==> src/rtl/qsm_pkg.sv <==
package qsm_pkg;
    localparam int QSM_SLOTS   = 16;
    localparam int QSM_AW      = 7;
    localparam int QSM_DW      = 32;
    localparam int QSM_CSW     = 8;
    localparam int QSM_MIN_DIV = 8;

    localparam logic [QSM_AW-1:0] A_CLKCTL = 7'h00;
    localparam logic [QSM_AW-1:0] A_FIRST  = 7'h01;
    localparam logic [QSM_AW-1:0] A_LAST   = 7'h02;
    localparam logic [QSM_AW-1:0] A_RUNCTL = 7'h03;
    localparam logic [QSM_AW-1:0] A_STATUS = 7'h04;
    localparam logic [QSM_AW-1:0] A_DEVSEL = 7'h05;
    localparam logic [QSM_AW-1:0] A_LOCK   = 7'h06;

    typedef enum logic [1:0] {SQ_IDLE, SQ_LOAD, SQ_XFER, SQ_GAP} seq_state_t;

    typedef struct packed {
        logic cont;
        logic ie;
    } runctl_t;

    function automatic logic [7:0] eff_div(input logic [7:0] d);
        return (d < 8'(QSM_MIN_DIV)) ? 8'(QSM_MIN_DIV) : d;
    endfunction
endpackage

==> src/rtl/qsm_regfile.sv <==
module qsm_regfile
    import qsm_pkg::*;
#(
    parameter int SLOTS = QSM_SLOTS,
    parameter int AW    = QSM_AW,
    parameter int DW    = QSM_DW,
    parameter int CSW   = QSM_CSW,
    localparam int SW   = $clog2(SLOTS)
) (
    input  logic          clk,
    input  logic          rst,
    input  logic          wr,
    input  logic [AW-1:0] addr,
    input  logic [DW-1:0] wdata,
    output logic [DW-1:0] rdata,
    input  logic          active,
    input  logic          done_set,
    input  logic          rx_we,
    input  logic [SW-1:0] slot,
    input  logic [7:0]    rx_data,
    output logic          start,
    output logic [SW-1:0] first_ptr,
    output logic [SW-1:0] last_ptr,
    output logic [7:0]    div,
    output runctl_t       runctl,
    output logic [CSW-1:0] devsel,
    output logic [7:0]    tx_byte,
    output logic          slot_hold,
    output logic          irq
);
    logic [DW-1:0]  clkctl_q;
    logic [SW-1:0]  first_q, last_q;
    runctl_t        rc_q;
    logic           stat_q, lock_q;
    logic [CSW-1:0] sel_q;
    logic [7:0]     tx_mem  [SLOTS];
    logic [7:0]     rx_mem  [SLOTS];
    logic [7:0]     cmd_mem [SLOTS];

    logic cfg_wr, is_tx, is_rx, is_cmd;
    assign cfg_wr = wr && !active;
    assign is_tx  = (addr[AW-1:AW-2] == 2'b01);
    assign is_rx  = (addr[AW-1:AW-2] == 2'b10);
    assign is_cmd = (addr[AW-1:AW-3] == 3'b110);
    assign start  = cfg_wr && (addr == A_RUNCTL) && wdata[6];

    always_ff @(posedge clk) begin
        if (rst) begin
            clkctl_q <= '0;
            first_q  <= '0;
            last_q   <= '0;
            rc_q     <= '0;
            stat_q   <= 1'b0;
            lock_q   <= 1'b0;
            sel_q    <= '0;
            for (int i = 0; i < SLOTS; i++) begin
                tx_mem[i]  <= '0;
                rx_mem[i]  <= '0;
                cmd_mem[i] <= '0;
            end
        end else begin
            if (cfg_wr) begin
                case (addr)
                    A_CLKCTL: clkctl_q <= wdata;
                    A_FIRST:  first_q  <= wdata[SW-1:0];
                    A_LAST:   last_q   <= wdata[SW-1:0];
                    A_RUNCTL: rc_q     <= '{cont: wdata[7], ie: wdata[5]};
                    A_DEVSEL: sel_q    <= wdata[CSW-1:0];
                    A_LOCK:   lock_q   <= wdata[0];
                    default: begin
                        if (is_tx && !addr[0]) tx_mem[addr[SW:1]] <= wdata[7:0];
                        if (is_cmd) cmd_mem[addr[SW-1:0]] <= wdata[7:0];
                    end
                endcase
            end
            if (wr && addr == A_STATUS && !wdata[0]) stat_q <= 1'b0;
            if (done_set) stat_q <= 1'b1;
            if (rx_we) rx_mem[slot] <= rx_data;
        end
    end

    always_comb begin
        rdata = '0;
        case (addr)
            A_CLKCTL: rdata = clkctl_q;
            A_FIRST:  rdata[SW-1:0] = first_q;
            A_LAST:   rdata[SW-1:0] = last_q;
            A_RUNCTL: rdata[7:5] = {rc_q.cont, active, rc_q.ie};
            A_STATUS: rdata[0] = stat_q;
            A_DEVSEL: rdata[CSW-1:0] = sel_q;
            A_LOCK:   rdata[0] = lock_q;
            default: begin
                if (is_tx && !addr[0]) rdata[7:0] = tx_mem[addr[SW:1]];
                if (is_rx && addr[0])  rdata[7:0] = rx_mem[addr[SW:1]];
                if (is_cmd)            rdata[7:0] = cmd_mem[addr[SW-1:0]];
            end
        endcase
    end

    assign first_ptr = first_q;
    assign last_ptr  = last_q;
    assign div       = eff_div(clkctl_q[7:0]);
    assign runctl    = rc_q;
    assign devsel    = sel_q;
    assign tx_byte   = tx_mem[slot];
    assign slot_hold = cmd_mem[slot][7];
    assign irq       = stat_q && rc_q.ie;

    p_cfg_frozen_r9: assert property (@(posedge clk) disable iff (rst)
        active |=> ($stable(first_q) && $stable(last_q) && $stable(clkctl_q)));
    p_done_sets_flag_r7: assert property (@(posedge clk) disable iff (rst)
        done_set |=> stat_q);
endmodule

==> src/rtl/qsm_shifter.sv <==
module qsm_shifter (
    input  logic       clk,
    input  logic       rst,
    input  logic       go,
    input  logic [7:0] tx,
    input  logic [7:0] div,
    input  logic       miso,
    output logic       sck,
    output logic       mosi,
    output logic       busy,
    output logic       done,
    output logic [7:0] rx
);
    logic [7:0] cnt;
    logic [2:0] nbit;
    logic [7:0] sh;

    always_ff @(posedge clk) begin
        if (rst) begin
            busy <= 1'b0;
            sck  <= 1'b1;
            mosi <= 1'b1;
            cnt  <= '0;
            nbit <= '0;
            sh   <= '0;
            done <= 1'b0;
        end else begin
            done <= 1'b0;
            if (go && !busy) begin
                busy <= 1'b1;
                sck  <= 1'b0;
                mosi <= tx[7];
                sh   <= tx;
                cnt  <= '0;
                nbit <= '0;
            end else if (busy) begin
                if (cnt == div - 8'd1) begin
                    cnt <= '0;
                    if (!sck) begin
                        sck <= 1'b1;
                        sh  <= {sh[6:0], miso};
                    end else if (nbit == 3'd7) begin
                        busy <= 1'b0;
                        done <= 1'b1;
                    end else begin
                        sck  <= 1'b0;
                        mosi <= sh[7];
                        nbit <= nbit + 3'd1;
                    end
                end else begin
                    cnt <= cnt + 8'd1;
                end
            end
        end
    end

    assign rx = sh;

    p_sck_idle_high_r4: assert property (@(posedge clk) disable iff (rst)
        !busy |-> sck);
    p_mosi_hold_high_r2: assert property (@(posedge clk) disable iff (rst)
        (sck && $past(sck)) |-> $stable(mosi));
endmodule

==> src/rtl/qsm_sequencer.sv <==
module qsm_sequencer
    import qsm_pkg::*;
#(
    parameter int SLOTS = QSM_SLOTS,
    localparam int SW   = $clog2(SLOTS)
) (
    input  logic          clk,
    input  logic          rst,
    input  logic          start,
    input  logic [SW-1:0] first_ptr,
    input  logic [SW-1:0] last_ptr,
    input  logic [7:0]    div,
    input  logic          slot_hold,
    input  logic          end_cont,
    input  logic          sh_done,
    output logic [SW-1:0] slot,
    output logic          active,
    output logic          go,
    output logic          cs_on,
    output logic          rx_we,
    output logic          done_set
);
    seq_state_t st;
    logic [7:0] gcnt;

    assign active   = (st != SQ_IDLE);
    assign go       = (st == SQ_LOAD);
    assign rx_we    = (st == SQ_XFER) && sh_done;
    assign done_set = rx_we && (slot == last_ptr);

    always_ff @(posedge clk) begin
        if (rst) begin
            st    <= SQ_IDLE;
            slot  <= '0;
            gcnt  <= '0;
            cs_on <= 1'b0;
        end else begin
            case (st)
                SQ_IDLE: if (start) begin
                    slot <= first_ptr;
                    st   <= SQ_LOAD;
                end
                SQ_LOAD: begin
                    cs_on <= 1'b1;
                    st    <= SQ_XFER;
                end
                SQ_XFER: if (sh_done) begin
                    if (slot == last_ptr) begin
                        cs_on <= slot_hold && end_cont;
                        st    <= SQ_IDLE;
                    end else begin
                        slot <= slot + 1'b1;
                        if (slot_hold) begin
                            st <= SQ_LOAD;
                        end else begin
                            cs_on <= 1'b0;
                            gcnt  <= '0;
                            st    <= SQ_GAP;
                        end
                    end
                end
                SQ_GAP: begin
                    gcnt <= gcnt + 8'd1;
                    if (gcnt == div - 8'd1) st <= SQ_LOAD;
                end
                default: st <= SQ_IDLE;
            endcase
        end
    end
endmodule

==> src/rtl/queued_spi_master.sv <==
module queued_spi_master
    import qsm_pkg::*;
#(
    parameter int SLOTS = QSM_SLOTS,
    parameter int AW    = QSM_AW,
    parameter int DW    = QSM_DW,
    parameter int CSW   = QSM_CSW,
    localparam int SW   = $clog2(SLOTS)
) (
    input  logic           clk,
    input  logic           rst,
    input  logic           bus_wr,
    input  logic [AW-1:0]  bus_addr,
    input  logic [DW-1:0]  bus_wdata,
    output logic [DW-1:0]  bus_rdata,
    output logic           spi_sck,
    output logic           spi_mosi,
    input  logic           spi_miso,
    output logic [CSW-1:0] spi_cs_n,
    output logic           irq
);
    logic          start, active, done_set, rx_we, go, cs_on;
    logic          slot_hold, sh_done, sh_busy;
    logic [SW-1:0] slot, first_ptr, last_ptr;
    logic [7:0]    div, tx_byte, rx_byte;
    logic [CSW-1:0] devsel;
    runctl_t       runctl;

    qsm_regfile #(.SLOTS(SLOTS), .AW(AW), .DW(DW), .CSW(CSW)) u_regs (
        .clk(clk), .rst(rst), .wr(bus_wr), .addr(bus_addr), .wdata(bus_wdata),
        .rdata(bus_rdata), .active(active), .done_set(done_set), .rx_we(rx_we),
        .slot(slot), .rx_data(rx_byte), .start(start), .first_ptr(first_ptr),
        .last_ptr(last_ptr), .div(div), .runctl(runctl), .devsel(devsel),
        .tx_byte(tx_byte), .slot_hold(slot_hold), .irq(irq)
    );

    qsm_sequencer #(.SLOTS(SLOTS)) u_seq (
        .clk(clk), .rst(rst), .start(start), .first_ptr(first_ptr),
        .last_ptr(last_ptr), .div(div), .slot_hold(slot_hold),
        .end_cont(runctl.cont), .sh_done(sh_done), .slot(slot),
        .active(active), .go(go), .cs_on(cs_on), .rx_we(rx_we),
        .done_set(done_set)
    );

    qsm_shifter u_shift (
        .clk(clk), .rst(rst), .go(go), .tx(tx_byte), .div(div),
        .miso(spi_miso), .sck(spi_sck), .mosi(spi_mosi), .busy(sh_busy),
        .done(sh_done), .rx(rx_byte)
    );

    assign spi_cs_n = ~(devsel & {CSW{cs_on}});

    p_cs_covers_shift_r6: assert property (@(posedge clk) disable iff (rst)
        sh_busy |-> cs_on);
    p_no_shift_idle_r7: assert property (@(posedge clk) disable iff (rst)
        !active |-> !sh_busy);
endmodule

==> config.mk <==
export PLATFORM = sky130hd
export DESIGN_NAME = queued_spi_master
export DESIGN_NICKNAME = d
export VERILOG_FILES = /design/src/rtl/qsm_pkg.sv /design/src/rtl/qsm_regfile.sv /design/src/rtl/qsm_shifter.sv /design/src/rtl/qsm_sequencer.sv /design/src/rtl/queued_spi_master.sv
export SDC_FILE = /design/constraint.sdc
export NUM_CORES = 1
export LEC_CHECK = 0
export BUFFER_PORTS_ARGS = -buffer_cell sky130_fd_sc_hd__buf_2
export CAP_MARGIN = 20
export CORE_UTILIZATION = 53
export CTS_CLUSTER_SIZE = 8
export DETAILED_ROUTE_END_ITERATION = 7
export MAX_ROUTING_LAYER = met4
export PLACE_DENSITY = 0.7
export SYNTH_ARGS = -nofsm -noshare
export SYNTH_HDL_FRONTEND = slang
export SYNTH_SLANG_ARGS = --single-unit
==> constraint.sdc <==
create_clock -name clk -period 10.9 [get_ports clk]
set_clock_uncertainty 0.15 [all_clocks]
set_input_delay 2.18 -clock clk [delete_from_list [all_inputs] [get_ports clk]]
set_output_delay 2.18 -clock clk [all_outputs]
set_load 0.01 [all_outputs]
==> summary.txt, run 1 <==
status = finished clean
Reg2Reg Capture Point = u_shift.rx[1]$_SDFFE_PP0P_
fill cell instance count of the final layout = 3469
Required @ worst endpoint = 8.57 ns
antenna violations before repair = 1
type of the worst setup path = in -> out
buffer levels on the longest clock path = 3
Async S/R FF share, synth = 0%
fraction of synthesized cell area in xor and xnor cells = 0.999%
register clock-pin slew on the reported worst setup and hold paths = 0.05 ns
detailed-route vias per instance = 6.05
final design utilization = 60.5%
Leak = 9.68 nW
logic gate share of total power = 7.5%
length in cells of the worst reg-to-reg path = 11
critical path endpoint = bus_rdata[4]
placed wire-length estimate after detailed placement = 40.1 mm
data arrival at the endpoint of the critical path = 5.51 ns
top post-synthesis cells by area = edfxtp_1 49%, mux4_2 16%, and2_1 11%
Flop pwr share = 47.9%
Final Max Tran Viols = 0
setup slack of the worst register-to-register path = 5.92 ns
number of buffers created by CTS = 69
Chip Width = 213 um
Die Span Y = 213 um
post-placement setup slack = 3.02 ns
nature of the critical path endpoint = output port
critical path startpoint category = primary input
maximum clock frequency = 128 MHz
crit path setup slack, layout = 3.06 ns
compound-gate portion of the synthesized area = 4.63%
flops & latches, synth = 478
number of hold violations in the final report = 0
mux contribution to synthesized area = 16.8%
area share of the leading cell type in the synthesized netlist = 48.7%
clock tree sinks = 478
insertion delay of the later-clocked pin in the worst-skew pair = 0.58 ns
final critical delay including setup and external delays = 7.84 ns
number of routed nets with antenna violations = 0
fraction of the yosys area taken by sequential cells = 56.7%
biggest area consumer among synthesized cells = edfxtp_1
launch instance of the worst min-delay path = u_regs.clkctl_q[10]$_SDFFE_PP0P_
switching power of the nets = 1.00 mW
I/O pin total = 86
actual transition at the worst max-transition pin = 1.09 ns
Worst Path Max Fanout = 30
number of enable-type register cells in the synthesized netlist = 384
area occupied by registers = 0.0134 mm2
top-count cell post-synth = and2_1
worst IR drop on VDD = 0.128 mV
depth of the CTS H-tree = 3
synthesized cell area = 0.0237 mm2
final worst-path cycle share = 71.9%
total power consumption of the routed design = 4.36 mW
synthesized netlist net count = 1851
weighted congestion at the end of routability-driven global placement = 0.901
setup repair after global routing missed its margin = no
Post-Route Setup TNS = 0 ns
share of synthesized cell area in and, or, nand and nor gates = 17.9%
combinational family with the most area after synthesis = simple AND/OR/NAND/NOR gates
Synth Instances = 1795
drt wl/cell = 24.1 um
cell at the root of the clock tree = clkbuf_16
count of vias placed by the detailed router = 15138
vias in the first global route = 14804
ratio of cells with drive above 1 in the final layout = 21.5%
largest net degree at the start of global routing = 74
post-detailed-routing wire length = 60.2 mm
top cells by count, synth = 414 x and2_1, 384 x edfxtp_1, 164 x mux4_2
power density of the placed cells = 163 mW/mm2
count of port buffers added during placement = 85
launching point of the worst reg2reg path = u_regs.clkctl_q[5]$_SDFFE_PP0P_
P&R area growth vs syn = 12.8%
Post-CTS Hold Buffers = 0
area taken by multi-input logic gates = 0.00971 mm2
post-cts gate resize count = 0
number of distinct library cells after synthesis = 67
switching fraction of total power = 23.0%
P_int = 3.36 mW
Core Region = 0.0441 mm2
Detailed Route Iter0 Violations = 1757
first-pass iteration count of the detailed router = 5
Clock power frac = 44.6%
Initial Util = 53.6%
Ys Warns = 0
nets@finish = 1932
total die area = 0.0455 mm2
overall routing resource usage = 28.0%
GRT Residual Overflow = 0
Setup violations, final = 0
non-filler instance count after layout = 2501
adder-cell share of the synthesized area = 0.687%
CTS tree = built
beginning of the critical path = bus_addr[0]
number of max-cap violations = 0
global-route wire length before repair = 90.9 mm
number of post-CTS setup repair buffers = 0
syn_area_per_cell = 13.2 um2
row count = 77
path class of the lowest-slack min-delay path = reg -> reg
worst slew slack as a fraction of its limit = 26.5%
Post-Place Cells = 2396
total DRC errors in the routed layout = 0
Most used DFF post-synth = edfxtp_1
-- through the flow --
stage / cell area [um2] / hold WS, ns
2_1_floorplan: 23700 / 0.282
3_3_place_gp: 24700 / 0.287
3_5_place_dp: 24700 / 0.292
4_1_cts: 26700 / 0.299
5_1_grt: 26700 / 0.315
6_report: 26700 / 0.299
-- logic make-up (layout without fill, tap and decap cells) --
| kind of cell | count (synthesis) | in the layout |
|---|---|---|
| and+or+nand+nor | 776 | 776 |
| xor gates and xnor gates | 27 | 27 |
| AOI/OAI and AO/OA | 168 | 168 |
| DFF | 478 | 478 |
| adders and majority gates | 13 | 13 |
| buffers and inverters | 141 | 254 |
| other | 0 | 1 |
| muxes | 192 | 192 |
-- flip-flops by register name (all words and copies together) (netlist names), 8 cells and up, named ones only --
| name | cells |
|---|---|
| u_regs.clkctl_q | 32 |
| u_shift.rx | 8 |
| u_seq.gcnt | 8 |
| u_regs.devsel | 8 |
| u_regs.tx_mem | 128 |
| u_regs.cmd_mem | 128 |
| u_shift.cnt | 8 |
| u_regs.rx_mem | 128 |
-- per-layer routing --
| metal | up-vias | global-route usage (%) | share of wire [%] |
|---|---|---|---|
| met1 | 7618 | 37.4 | 41 |
| met2 | 629 | 44.1 | 50 |
| met5 | - | - | 0 |
| li1 | 6788 | - | - |
| met4 | 0 | 9.70 | 2.8 |
| met3 | 103 | 3.99 | 6.9 |
-- how the worst min path moves through the flow --
stage	endpoint	slack (ns)	cells past startpoint
after floorplan	u_regs.clkctl_q[10]$_SDFFE_PP0P_	0.28	2
after global placement	u_regs.clkctl_q[9]$_SDFFE_PP0P_	0.29	2
after detailed placement	u_regs.clkctl_q[14]$_SDFFE_PP0P_	0.29	2
after CTS	u_regs.clkctl_q[14]$_SDFFE_PP0P_	0.30	2
after global routing	u_regs.clkctl_q[12]$_SDFFE_PP0P_	0.31	2
final	u_regs.clkctl_q[10]$_SDFFE_PP0P_	0.30	2
-- worst max-delay path, stage by stage --
cell and delay (ns):
buf_2 0.51, buf_4 0.53, mux4_2 0.58, mux4_2 0.49, a222oi_1 0.76, nand2_1 0.22, buf_2 0.21
-- cell type report --
cell class	count	area share (%)
clock inverters	4	0.187
flip-flops and latches	478	50.3
diodes	1	0.00937
inverters	13	0.183
well taps	592	2.77
multi-input cells	1176	36.4
repair buffers	138	3.13
clock buffers	99	7.09
-- cell usage in the layout (no fill, tap or decap), types with 9 or more instances in the layout --
cell       netlist  routed
clkbuf_1       101      27
nand4_1         12      12
nor3_1          28      27
dfxtp_1         94      92
mux4_2         164     164
a21oi_1         47      47
clkbuf_16        0      71
xnor2_1         16      16
a22oi_1          9       9
nand3_1         19      19
inv_1           12      12
edfxtp_1       384     384
nor2b_1          9       9
or2_2           16      16
mux2i_1         28      28
nor2_1         118     118
and2_1         414     414
ha_1            13      13
o21ai_0         48      48
nand2_1        123     123
nand2b_1        10      10
buf_4            1      51
xor2_1          11      11
buf_2            4      85
-- power by group through the flow --
stage	clock network [mW]	registers (mW)	logic, mW
2_1_floorplan	0	2.09	0.226
3_3_place_gp	0	2.12	0.315
3_5_place_dp	0	2.12	0.323
4_1_cts	1.97	2.09	0.324
5_1_grt	2.05	2.10	0.344
6_report	1.95	2.09	0.325
(Power assumes the default switching activity.)
==> run 2: changes to the inputs <==
Settings changed: PLACE_DENSITY 0.7 to 0.73.
Clock period 10.9 ns to 6.5 ns, I/O delays scaled along.
==> run 2 against run 1 <==
Net effect: via count increased by 1.8%; setup slack got worse by 2.1 ns; critical path type unchanged; largest cell class unchanged; global-route usage increased by 0.48 points; wire length increased by 2.0%.
==> summary.txt, run 2 (synthesized netlist as in run 1, its figures left out) <==
setup repair after global routing missed its margin = no
Core Region = 0.0441 mm2 (unchanged)
placed wire-length estimate after detailed placement = 41.2 mm (+2.6%)
highest-count cells in the layout ignoring fill and taps = 414 x and2_1, 384 x edfxtp_1, 164 x mux4_2
Post-Route Setup TNS = 0 ns (unchanged)
ratio of cells with drive above 1 in the final layout = 21.5% (-0.026 points)
final worst-path cycle share = 85.0%
post-route worst hold slack = 0.302 ns (+0.00319 ns)
number of routed nets with antenna violations = 0 (unchanged)
overall routing resource usage = 28.5% (+0.48 points)
post-cts gate resize count = 0 (unchanged)
post-detailed-routing wire length = 61.3 mm (+2.0%)
count of vias placed by the detailed router = 15406 (+1.8%)
insertion delay of the later-clocked pin in the worst-skew pair = 0.59 ns (about the same)
largest net degree at the start of global routing = 71 (-4.1%)
drt wl/cell = 24.6 um (+2.2%)
number of hold violations in the final report = 0 (unchanged)
Post-CTS Hold Buffers = 0 (unchanged)
type of the worst setup path = in -> out
row count = 77 (unchanged)
data arrival at the endpoint of the critical path = 4.08 ns (-1.43 ns)
vias in the first global route = 14793 (-0.074%)
launch instance of the worst min-delay path = u_regs.clkctl_q[21]$_SDFFE_PP0P_
actual transition at the worst max-transition pin = 1.12 ns (+0.0231 ns)
worst slew slack as a fraction of its limit = 24.7% (-1.8 points)
Detailed Route Iter0 Violations = 1996 (+14%)
clock tree sinks = 478 (unchanged)
number of max-cap violations = 0 (unchanged)
maximum clock frequency = 181 MHz
Chip Width = 213 um (unchanged)
Die Span Y = 213 um (unchanged)
I/O pin total = 86 (unchanged)
P&R area growth vs syn = 12.6%
non-filler instance count after layout = 2495 (-0.24%)
critical path startpoint category = primary input
Layout Cell Area excl Fill = 0.0266 mm2 (-0.18%)
Initial Util = 53.6% (unchanged)
antenna violations before repair = 2 (+1)
Worst Path Max Fanout = 70 (+130%)
Final Max Tran Viols = 0 (unchanged)
number of post-CTS setup repair buffers = 0 (unchanged)
register clock-pin slew on the reported worst setup and hold paths = 0.05 ns (about the same)
nature of the critical path endpoint = output port
buffer levels on the longest clock path = 3 (unchanged)
path class of the lowest-slack min-delay path = reg -> reg
first-pass iteration count of the detailed router = 7 (+2)
CTS tree = built
status = finished clean
Required @ worst endpoint = 5.05 ns (-3.52 ns)
number of buffers created by CTS = 69 (unchanged)
cell at the root of the clock tree = clkbuf_16
DP Area = 0.0247 mm2 (-0.24%)
beginning of the critical path = bus_addr[1]
total power consumption of the routed design = 7.27 mW (+67%)
final critical delay including setup and external delays = 5.53 ns
worst IR drop on VDD = 0.220 mV (+72%)
detailed-route vias per instance = 6.17 (+2.0%)
nets@finish = 1932 (unchanged)
GRT Residual Overflow = 0 (unchanged)
total die area = 0.0455 mm2 (unchanged)
launching point of the worst reg2reg path = u_regs.clkctl_q[4]$_SDFFE_PP0P_
global-route wire length before repair = 91.7 mm (+0.91%)
Post-Place Cells = 2385 (-0.46%)
largest registers = u_regs.cmd_mem (128), u_regs.rx_mem (128), u_regs.tx_mem (128)
most frequent standard cell in the layout excluding fill and tap cells = and2_1
depth of the CTS H-tree = 3 (unchanged)
count of port buffers added during placement = 85 (unchanged)
weighted congestion at the end of routability-driven global placement = 0.968 (+7.4%)
Setup violations, final = 0 (unchanged)
power density of the placed cells = 273 mW/mm2 (+67%)
Leak = 9.66 nW (-0.23%)
fill cell instance count of the final layout = 3336 (-3.8%)
total DRC errors in the routed layout = 0 (unchanged)
[run 2: stage by stage]
stage,setup WS (ns),util [%]
final,0.974,60.4
after detailed placement,0.979,55.9
after CTS,0.977,60.2
after global placement,1.04,55.9
after floorplan,1.19,-
after global routing,0.842,60.4
[run 2: final timing paths]
| path | to | slack (ns) | cells past startpoint |
|---|---|---|---|
| setup / recovery | bus_rdata[4] | 0.97 | 7 |
| hold / removal | u_regs.clkctl_q[21]$_SDFFE_PP0P_ | 0.30 | 2 |
| setup reg to reg | u_shift.rx[2]$_SDFFE_PP0P_ | 1.36 | 11 |
| hold reg to reg | u_regs.clkctl_q[21]$_SDFFE_PP0P_ | 0.30 | 2 |
[run 2: layout make-up]
class	count	area (um2)	area share, %
Clock buffer	91	1830	6.87
Antenna cell	2	5.00	0.0188
Tap cell	592	741	2.78
Clock inverter	5	57.6	0.216
Inverter	13	48.8	0.183
Multi-Input combinational cell	1176	9710	36.4
Sequential cell	478	13400	50.3
Timing Repair Buffer	138	837	3.14
[run 2: power by group]
part | total, mW | switching (mW) | leakage, nW | internal (mW)
logic | 0.547 | 0.315 | 4.06 | 0.232
clock network | 3.20 | 1.26 | 0.915 | 1.94
registers | 3.52 | 0.111 | 4.68 | 3.41
total | 7.27 | 1.68 | 9.66 | 5.59
[run 2: metal layers]
metal	routed length [um]	GRT usage [%]
met5	0	-
met4	2420	11.6
met3	5420	6.57
met2	28900	42.3
met1	24600	37.9
[run 2: critical path, stage by stage]
cell and delay [ns]:
buf_6 0.65, buf_4 0.36, mux4_2 0.55, mux4_2 0.53, a22oi_1 0.21, nand2_1 0.18
buf_2 0.22
==> run 3: changes to the inputs <==
Settings changed: BUFFER_PORTS_ARGS -buffer_cell sky130_fd_sc_hd__buf_2 to -buffer_cell sky130_fd_sc_hd__buf_4, CELL_PAD_IN_SITES_DETAIL_PLACEMENT from default to 1, CELL_PAD_IN_SITES_GLOBAL_PLACEMENT from default to 2, CORE_UTILIZATION 53 to 40, PLACE_DENSITY 0.73 to 0.76.
==> run 3 against run 2 <==
Net effect: sequential power about the same; clock power up 4%; register-to-register slack worse by 0.05 ns; via count up 0.25%; wire length up 14%; sequential cell count unchanged; total power up 2.2%; cell count up 7.6%; critical endpoint is now bus_rdata[6]; largest cell class unchanged; largest power group unchanged; highest routed layer unchanged.
==> summary.txt, run 3 (synthesized netlist as in run 1, its figures left out) <==
non-filler instance count after layout = 2685 (+7.6%)
number of hold violations in the final report = 0 (unchanged)
number of max-cap violations = 0 (unchanged)
largest net degree at the start of global routing = 76 (+7.0%)
Crit path top cell by count = buf_4
critical path startpoint category = primary input
total die area = 0.0601 mm2 (+32%)
detailed-route vias per instance = 5.75 (-6.8%)
Post-CTS Hold Buffers = 0 (unchanged)
list of cells traversed by the critical path = buf_4 -> buf_4 -> mux4_2 -> mux4_2 -> a22o_1 -> a22oi_1 -> nand2_1 -> buf_4
number of buffers created by CTS = 69 (unchanged)
vias in the first global route = 16082 (+8.7%)
insertion delay of the later-clocked pin in the worst-skew pair = 0.62 ns (+0.03 ns)
overall routing resource usage = 24.6% (-3.9 points)
post-detailed-routing wire length = 70.1 mm (+14%)
data arrival at the endpoint of the critical path = 4.06 ns (-0.02 ns)
number of post-CTS setup repair buffers = 0 (unchanged)
fill cell instance count of the final layout = 5789 (+74%)
drt wl/cell = 26.1 um (+6.2%)
first-pass iteration count of the detailed router = 6 (-1)
Worst Path Max Fanout = 25 (-64%)
GRT Residual Overflow = 0 (unchanged)
Core Region = 0.0580 mm2 (+32%)
buffer levels on the longest clock path = 3 (unchanged)
register clock-pin slew on the reported worst setup and hold paths = 0.05 ns (about the same)
antenna violations before repair = 1 (-1)
global-route wire length before repair = 105 mm (+15%)
Final Max Tran Viols = 0 (unchanged)
Required @ worst endpoint = 5.05 ns (about the same)
P&R area growth vs syn = 15.2%
count of port buffers added during placement = 85 (unchanged)
placed wire-length estimate after detailed placement = 47.6 mm (+16%)
actual transition at the worst max-transition pin = 1.06 ns (-0.0613 ns)
largest stage delay on the critical path = 0.57 ns (-0.08 ns)
Post-Place Cells = 2577 (+8.1%)
nets@finish = 1944 (+0.62%)
total power consumption of the routed design = 7.43 mW (+2.2%)
highest-count cells in the layout ignoring fill and taps = 414 x and2_1, 384 x edfxtp_1, 164 x mux4_2
clock tree sinks = 478 (unchanged)
path class of the lowest-slack min-delay path = reg -> reg
post-route worst hold slack = 0.303 ns (+0.000926 ns)
cell at the root of the clock tree = clkbuf_16
Die Span Y = 245 um (+15%)
total DRC errors in the routed layout = 0 (unchanged)
Initial Util = 40.8% (-13 points)
final critical delay including setup and external delays = 5.51 ns (-0.0145 ns)
final worst-path cycle share = 84.8% (-0.22 points)
post-cts gate resize count = 0 (unchanged)
depth of the CTS H-tree = 3 (unchanged)
largest registers = u_regs.cmd_mem (128), u_regs.rx_mem (128), u_regs.tx_mem (128)
most frequent standard cell in the layout excluding fill and tap cells = and2_1
Post-Route Setup TNS = 0 ns (unchanged)
I/O pin total = 86 (unchanged)
crit path setup slack, layout = 0.988 ns (+0.0145 ns)
Critical-path top delay cell = mux4_2
weighted congestion at the end of routability-driven global placement = 0.821 (-15%)
setup repair after global routing missed its margin = no
worst IR drop on VDD = 0.212 mV (-3.5%)
CTS tree = built
post-placement setup slack = 0.967 ns (-0.0120 ns)
Chip Width = 245 um (+15%)
Setup violations, final = 0 (unchanged)
nature of the critical path endpoint = output port
ratio of cells with drive above 1 in the final layout = 22.1% (+0.54 points)
row count = 88 (+14%)
number of routed nets with antenna violations = 0 (unchanged)
type of the worst setup path = in -> out
maximum clock frequency = 181 MHz (+0.26%)
Leak = 9.80 nW (+1.5%)
status = finished clean
count of vias placed by the detailed router = 15444 (+0.25%)
Detailed Route Iter0 Violations = 1188 (-40%)
worst slew slack as a fraction of its limit = 28.9% (+4.1 points)
power density of the placed cells = 273 mW/mm2 (about the same)
[run 3: cell count changes in the layout (fill, tap and decap cells not counted), sizes merged]
cell    change
inv         -3
clkinv      +3
buf        +17
[run 3: critical path: cells and delay by family]
kind	cells	cell delay (ns)
compound gates	2	0.48
mux	2	1.06
buf+inv	3	1.05
simple gates	1	0.15
[run 3: cell type report]
type                            count  area, um2  area share (%)
Timing Repair Buffer              150       1150            4.24
Tap cell                          765        957            3.51
Sequential cell                   478      13400            49.2
Inverter                           13       48.8           0.179
Antenna cell                        2       5.00          0.0184
Clock buffer                       96       1870            6.86
Clock inverter                      5       98.8           0.363
Multi-Input combinational cell   1176       9710            35.6
[run 3: stage by stage]
step	area, um2	utilization [%]
after floorplan	23700	-
after global placement	25200	43.5
after detailed placement	25200	43.5
after CTS	27200	46.9
after global routing	27300	47.0
final	27300	47.0
[run 3: layer usage]
metal	part of all wire, %	GRT usage (%)	up-vias
li1	-	-	6809
met1	42	31.7	8065
met2	49	39.2	459
met3	6.4	5.10	111
met4	2.6	6.93	0
met5	0	-	-
[run 3: worst paths after layout]
path	slack [ns]	cells after the start	startpoint	to
worst min-delay path	0.30	2	u_regs.clkctl_q[8]$_SDFFE_PP0P_	u_regs.clkctl_q[8]$_SDFFE_PP0P_
worst max-delay path	0.99	8	bus_addr[0]	bus_rdata[6]
worst min register to register	0.30	2	u_regs.clkctl_q[8]$_SDFFE_PP0P_	u_regs.clkctl_q[8]$_SDFFE_PP0P_
worst max register to register	1.31	12	u_regs.clkctl_q[5]$_SDFFE_PP0P_	u_shift.rx[2]$_SDFFE_PP0P_
[run 3: power breakdown]
group,switching (mW),leakage [nW],internal [mW]
clock,1.35,0.946,1.99
combinational,0.336,4.18,0.246
sequential,0.103,4.68,3.41
